`src/rtl/bsq_pkg.sv`:
```
package bsq_pkg;

    // burst length encodings on bl_code_i
    typedef enum logic [1:0] {
        BLC_2  = 2'd0,
        BLC_4  = 2'd1,
        BLC_8  = 2'd2,
        BLC_16 = 2'd3
    } blc_e;

    // ordering mode
    typedef enum logic {
        ORD_SEQ = 1'b0,
        ORD_ILV = 1'b1
    } ord_e;

    // number of low column bits that rotate for a given length code
    function automatic int unsigned rot_bits(input logic [1:0] code);
        return int'(code) + 1;
    endfunction

endpackage

```
`src/rtl/bsq_beat_addr.sv`:
```
// Column for one beat of a burst, from the captured start column,
// length code, ordering and beat index.
module bsq_beat_addr
    import bsq_pkg::*;
#(
    parameter int COL_W  = 10,
    parameter int BEAT_W = 4
) (
    input  logic [COL_W-1:0]  base_i,
    input  logic [1:0]        code_i,
    input  logic              ilv_i,
    input  logic [BEAT_W-1:0] beat_i,
    output logic [COL_W-1:0]  col_o
);
    logic [COL_W-1:0] mask;
    logic [COL_W-1:0] beat_ext;
    logic [COL_W-1:0] sum;

    always_comb begin
        mask     = (COL_W'(1) << rot_bits(code_i)) - COL_W'(1);
        beat_ext = COL_W'(beat_i) & mask;
        sum      = base_i + beat_ext;
        if (ord_e'(ilv_i) == ORD_ILV) begin
            col_o = base_i ^ beat_ext;
        end else begin
            col_o = (base_i & ~mask) | (sum & mask);
        end
    end
endmodule

```
`src/rtl/bsq_ctrl.sv`:
```
// Burst control: captures the request, steps the pair index, handles
// early stop and chained starts.
module bsq_ctrl #(
    parameter int COL_W  = 10,
    parameter int PAIR_W = 3
) (
    input  logic              clk,
    input  logic              rst_n,
    input  logic              start_i,
    input  logic [COL_W-1:0]  start_col_i,
    input  logic [1:0]        bl_code_i,
    input  logic              ilv_i,
    input  logic              stop_req_i,
    output logic              valid_o,
    output logic              last_o,
    output logic [PAIR_W-1:0] pair_o,
    output logic [COL_W-1:0]  base_o,
    output logic [1:0]        code_o,
    output logic              ilv_o
);
    typedef struct packed {
        logic              active;
        logic              stop;
        logic [PAIR_W-1:0] pair;
        logic [COL_W-1:0]  base;
        logic [1:0]        code;
        logic              ilv;
    } st_t;

    st_t st_d, st_q;

    logic [PAIR_W:0]   pairs_wide;
    logic [PAIR_W-1:0] final_pair;
    logic              at_last;
    logic              take_start;

    always_comb begin
        // pairs per burst is 2^code; index of the final pair is one less
        pairs_wide = (PAIR_W+1)'(1) << bl_code_sel(st_q.code);
        final_pair = PAIR_W'(pairs_wide - (PAIR_W+1)'(1));
        at_last    = st_q.active && ((st_q.pair == final_pair) || st_q.stop);
        take_start = start_i && (!st_q.active || at_last);

        st_d = st_q;
        if (st_q.active) begin
            if (at_last) begin
                st_d.active = 1'b0;
                st_d.stop   = 1'b0;
            end else begin
                st_d.pair = st_q.pair + PAIR_W'(1);
                st_d.stop = stop_req_i;
            end
        end
        if (take_start) begin
            st_d.active = 1'b1;
            st_d.stop   = 1'b0;
            st_d.pair   = '0;
            st_d.base   = start_col_i;
            st_d.code   = bl_code_i;
            st_d.ilv    = ilv_i;
        end
    end

    function automatic int unsigned bl_code_sel(input logic [1:0] c);
        return int'(c);
    endfunction

    always_ff @(posedge clk or negedge rst_n) begin
        if (!rst_n) begin
            st_q <= '0;
        end else begin
            st_q <= st_d;
        end
    end

    assign valid_o = st_q.active;
    assign last_o  = at_last;
    assign pair_o  = st_q.pair;
    assign base_o  = st_q.base;
    assign code_o  = st_q.code;
    assign ilv_o   = st_q.ilv;
endmodule

```
`src/rtl/burst_col_seq.sv`:
```
module burst_col_seq #(
    parameter int COL_W      = 10,
    parameter int MAX_BL_LOG = 4
) (
    input  logic             clk,
    input  logic             rst_n,
    input  logic             start_i,
    input  logic [COL_W-1:0] start_col_i,
    input  logic [1:0]       bl_code_i,
    input  logic             ilv_i,
    input  logic             bst_i,
    input  logic             pre_i,
    output logic [COL_W-1:0] col_even_o,
    output logic [COL_W-1:0] col_odd_o,
    output logic             valid_o,
    output logic             last_o
);
    localparam int BEAT_W = MAX_BL_LOG;
    localparam int PAIR_W = MAX_BL_LOG - 1;
    localparam int NBEAT  = 2;   // beats per clock (prefetch width)

    logic [PAIR_W-1:0]           pair;
    logic [COL_W-1:0]            base;
    logic [1:0]                  code;
    logic                        ilv_q;
    logic [NBEAT-1:0][COL_W-1:0] cols;

    bsq_ctrl #(
        .COL_W  (COL_W),
        .PAIR_W (PAIR_W)
    ) u_ctrl (
        .clk         (clk),
        .rst_n       (rst_n),
        .start_i     (start_i),
        .start_col_i (start_col_i),
        .bl_code_i   (bl_code_i),
        .ilv_i       (ilv_i),
        .stop_req_i  (bst_i | pre_i),
        .valid_o     (valid_o),
        .last_o      (last_o),
        .pair_o      (pair),
        .base_o      (base),
        .code_o      (code),
        .ilv_o       (ilv_q)
    );

    for (genvar g = 0; g < NBEAT; g++) begin : g_beat
        bsq_beat_addr #(
            .COL_W  (COL_W),
            .BEAT_W (BEAT_W)
        ) u_addr (
            .base_i (base),
            .code_i (code),
            .ilv_i  (ilv_q),
            .beat_i ({pair, 1'(g)}),
            .col_o  (cols[g])
        );
    end

    assign col_even_o = cols[0];
    assign col_odd_o  = cols[1];
endmodule

```
`config.mk`:
```
export PLATFORM = sky130hd
export DESIGN_NAME = burst_col_seq
export DESIGN_NICKNAME = d
export VERILOG_FILES = /design/src/rtl/bsq_pkg.sv /design/src/rtl/bsq_beat_addr.sv /design/src/rtl/bsq_ctrl.sv /design/src/rtl/burst_col_seq.sv
export SDC_FILE = /design/constraint.sdc
export NUM_CORES = 1
export LEC_CHECK = 0
export BUFFER_PORTS_ARGS = -buffer_cell sky130_fd_sc_hd__clkbuf_2
export CORE_MARGIN = 2
export CORE_UTILIZATION = 57
export CTS_BUF_LIST = sky130_fd_sc_hd__clkbuf_4
export CTS_CLUSTER_SIZE = 30
export DETAILED_ROUTE_END_ITERATION = 12
export GPL_TIMING_DRIVEN = 0
export HOLD_SLACK_MARGIN = 0.06
export PLACE_DENSITY = 0.87
export SLEW_MARGIN = 20
export SYNTH_ARGS = -nofsm -noshare
export SYNTH_HDL_FRONTEND = slang
export SYNTH_SLANG_ARGS = --single-unit
```
`constraint.sdc`:
```
create_clock -name clk -period 6.11 [get_ports clk]
set_input_delay 0.9165 -clock clk [delete_from_list [all_inputs] [get_ports clk]]
set_output_delay 0.9165 -clock clk [all_outputs]
set_load 0.01 [all_outputs]
```
==> impl_metrics.env <==
export IMPL_hold_path_class="in -> async"
export IMPL_synthAdderAreaFrac=0.115
export IMPL_first_global_vias=1021
export IMPL_layout_drive_gt1_share=0.374
export IMPL_dominantRegCellSynth="dfrtp_1"
export IMPL_die_y_um=52.3
export IMPL_place_area_um2=1560
export IMPL_drt_first_iter_violations=13
export IMPL_ys_seq_area_frac=0.338
export IMPL_synth_mux_area_fraction=0.179
export IMPL_crit_type="reg -> out"
export IMPL_rows=17
export IMPL_core_region_area_um2=2210
export IMPL_fmax_ghz=0.247
export IMPL_clock_sinks=18
export IMPL_floorplan_initialDensity=0.602
export IMPL_path_max_fanout=6
export IMPL_gp_congestion=0.839
export IMPL_synth_simple_area_share=0.140
export IMPL_maxSlewViolCount=0
export IMPL_worstSkewPairLatency_ns=0.29
export IMPL_routed_via_count=1082
export IMPL_htreeDepth=1
export IMPL_ys_top_cells_by_area="dfrtp_1 34%, mux2_4 11%, ha_1 8.5%, xor2_1 5.3%, mux2_2 5.1%"
export IMPL_synth_edf_count=0
export IMPL_hold_viol=0
export IMPL_numCtsBuffers=3
export IMPL_syn_area_um2=1330
export IMPL_pwr_share_seq=0.251
export IMPL_syn_nets=158
export IMPL_dp_hpwl_um=2250
export IMPL_ant_nets=0
export IMPL_synth_cell_types=34
export IMPL_setup_viol=0
export IMPL_ir_worst_vdd_uv=421
export IMPL_grt_usage=0.221
export IMPL_comb_power_share=0.692
export IMPL_post_route_period_util=0.662
export IMPL_maxCapViolations=0
export IMPL_die_area_um2=2740
export IMPL_yosys_area_share_xor_xnor=0.0724
export IMPL_postCtsResizedCells=0
export IMPL_end_kind="output pin"
export IMPL_p_leak_nw=0.818
export IMPL_grt_pass1_wl_um=4450
export IMPL_fin_util=0.716
export IMPL_ys_ff_latch=18
export IMPL_die_w_um=52.3
export IMPL_status="finished clean"
export IMPL_cts_setup_buffers=0
export IMPL_n_antenna_cell=0
export IMPL_firstDrtPassIters=4
export IMPL_drc=0
export IMPL_path_clk_slew_ns=0.10
export IMPL_whs_ns=0.550
export IMPL_postCtsHoldBufs=0
export IMPL_gr_total_overflow=0
export IMPL_crit_path_top_delay_cell="fa_1"
export IMPL_synth_top_family_by_area="multiplexers"
export IMPL_fillers=173
export IMPL_slowest_delay_ns=0.45
export IMPL_port_buffers=39
export IMPL_viasPerCell=5.44
export IMPL_antenna_found_initial=0
export IMPL_ios=40
export IMPL_rsz0062_at_grt="false"
export IMPL_period_needed_ns=4.04
export IMPL_critPathLaunchType="flop"
export IMPL_p_switching_w=0.000467
export IMPL_fin_ws_ns=2.07
export IMPL_netSwitchingFraction=0.452
export IMPL_final_cell_area_um2=1580
export IMPL_syn2layout_area_growth_pct=19.0
export IMPL_synth_top_cell_by_area="dfrtp_1"
export IMPL_routedWlPerCell_um=13.9
export IMPL_cts_buffer_depth=2
export IMPL_path_cells="or2_2 -> ha_1 -> buf_6 -> and2b_1 -> fa_1 -> a31o_2 -> a21oi_1 -> nor3_1 -> xor2_1 -> clkbuf_2"
export IMPL_synth_compound_area_frac=0.111
export IMPL_synth_area_per_cell_um2=10.3
export IMPL_clkPwrFrac=0.057
export IMPL_reg2reg_slack_ns=3.61
export IMPL_tritoncts="built"
export IMPL_yosysWarnings=0
export IMPL_preCtsSetupSlack_ns=2.42
export IMPL_yosysTopAreaCellShare=0.338
export IMPL_synth_async_reset_ratio=1.00
export IMPL_critPathRequiredTime_ns=5.19
export IMPL_grt_max_degree=19
export IMPL_powerDensity_nw_per_um2=653
export IMPL_finClkSkew_ns=0.00229
export IMPL_arrival_ns=3.13
export IMPL_synth_cells=129
export IMPL_nets=202
export IMPL_tns_ns=0
export IMPL_clock_root_buffer="clkbuf_4"
export IMPL_p_int_w=0.000567
export IMPL_finalWirelength_um=2770
[cells by family after synthesis]
family	count (synthesis)
xor+xnor	11
buf+inv	11
flops	18
compound gates	21
mux	18
fa+ha+maj	11
other cells	1
simple gates	38
[synthesized netlist by cell type (all sizes together) (3+ instances only)]
library cell	count
a21oi	3
clkbuf	5
dfrtp	18
ha	9
inv	4
mux2	16
nand2	10
nand2b	3
nand3	3
nor2	13
nor3	3
o21ai	7
xnor2	3
xor2	8
[sequential cells by signal (all words and copies together), names as in the netlist]
name and cells:
u_ctrl.st_q 1, u_ctrl.ilv_o 1, u_ctrl.base_o 10, u_ctrl.valid_o 1, u_ctrl.code_o 2, u_ctrl.pair_o 3
[worst paths after layout]
| kind | start | cells after the start | to |
|---|---|---|---|
| min reg2reg | u_ctrl.valid_o$_DFF_PN0_ | 1 | u_ctrl.st_q[16]$_DFFE_PN0P_ |
| min | rst_n | 1 | u_ctrl.valid_o$_DFF_PN0_ |
| max | u_ctrl.code_o[1]$_DFFE_PN0N_ | 10 | col_odd_o[9] |
| max reg2reg | u_ctrl.code_o[1]$_DFFE_PN0N_ | 8 | u_ctrl.base_o[3]$_DFFE_PN0N_ |
| max in group asynchronous | rst_n | 1 | u_ctrl.base_o[9]$_DFFE_PN0N_ |
| min in group clk | u_ctrl.valid_o$_DFF_PN0_ | 1 | u_ctrl.st_q[16]$_DFFE_PN0P_ |
[critical path, delay by kind of cell, from the launching register on]
kind / cells / cell delay [ns]
compound gates: 2 / 0.51
xor+xnor: 1 / 0.16
fa+ha+maj: 2 / 0.75
buf+inv: 2 / 0.28
flops: 1 / 0.44
simple gates: 3 / 0.69
[cell type report]
type	instances	area (µm²)	area share
multi-input cells	100	825	0.521
flip-flops and latches	18	450	0.284
repair buffers	39	195	0.123
plain buffers	7	41.3	0.0261
well taps	28	35.0	0.0221
clock buffers	3	22.5	0.0142
inverters	4	15.0	0.00948
[per-stage QoR]
step / power [W] / instances
final: 0.00103 / 199
after global routing: 0.00113 / 199
after floorplan: 0.000770 / 129
after detailed placement: 0.000978 / 196
after CTS: 0.00104 / 199
after global placement: 0.000940 / 196
[power groups by stage]
stage                     Sequential (W)  Clock [W]  Combinational [W]
after floorplan                 0.000238          0           0.000532
after global placement          0.000253          0           0.000687
after detailed placement        0.000261          0           0.000717
after CTS                       0.000258  0.0000593           0.000721
after global routing            0.000271  0.0000634           0.000793
final                           0.000259  0.0000586           0.000716
[routing by layer]
metal  up-vias  share of wire  track usage
li1        531              -            -
met1       521           0.43        0.275
met2        26           0.52        0.398
met3         4          0.032       0.0257
met4         0          0.010       0.0641
met5         -              0            0
[cell usage in the layout, fill, tap and decap left out, types with 2 or more instances in the layout]
cell type,synthesis,final
clkbuf_2,0,39
mux2_4,10,10
nor2_1,13,13
nand3_1,3,3
fa_1,2,2
a31oi_1,2,2
a21oi_1,3,3
clkbuf_1,5,5
clkbuf_4,0,3
nor3_1,3,3
xnor2_1,3,3
xor2_1,8,8
ha_1,9,9
nand2b_1,2,2
mux2_2,6,6
nand2_1,10,10
a211oi_1,2,2
buf_6,2,2
mux2i_1,2,2
dfrtp_1,18,18
inv_1,4,4
o21ai_0,7,7
o22a_1,2,2
No activity file was read; power rests on OpenSTA's default activity.
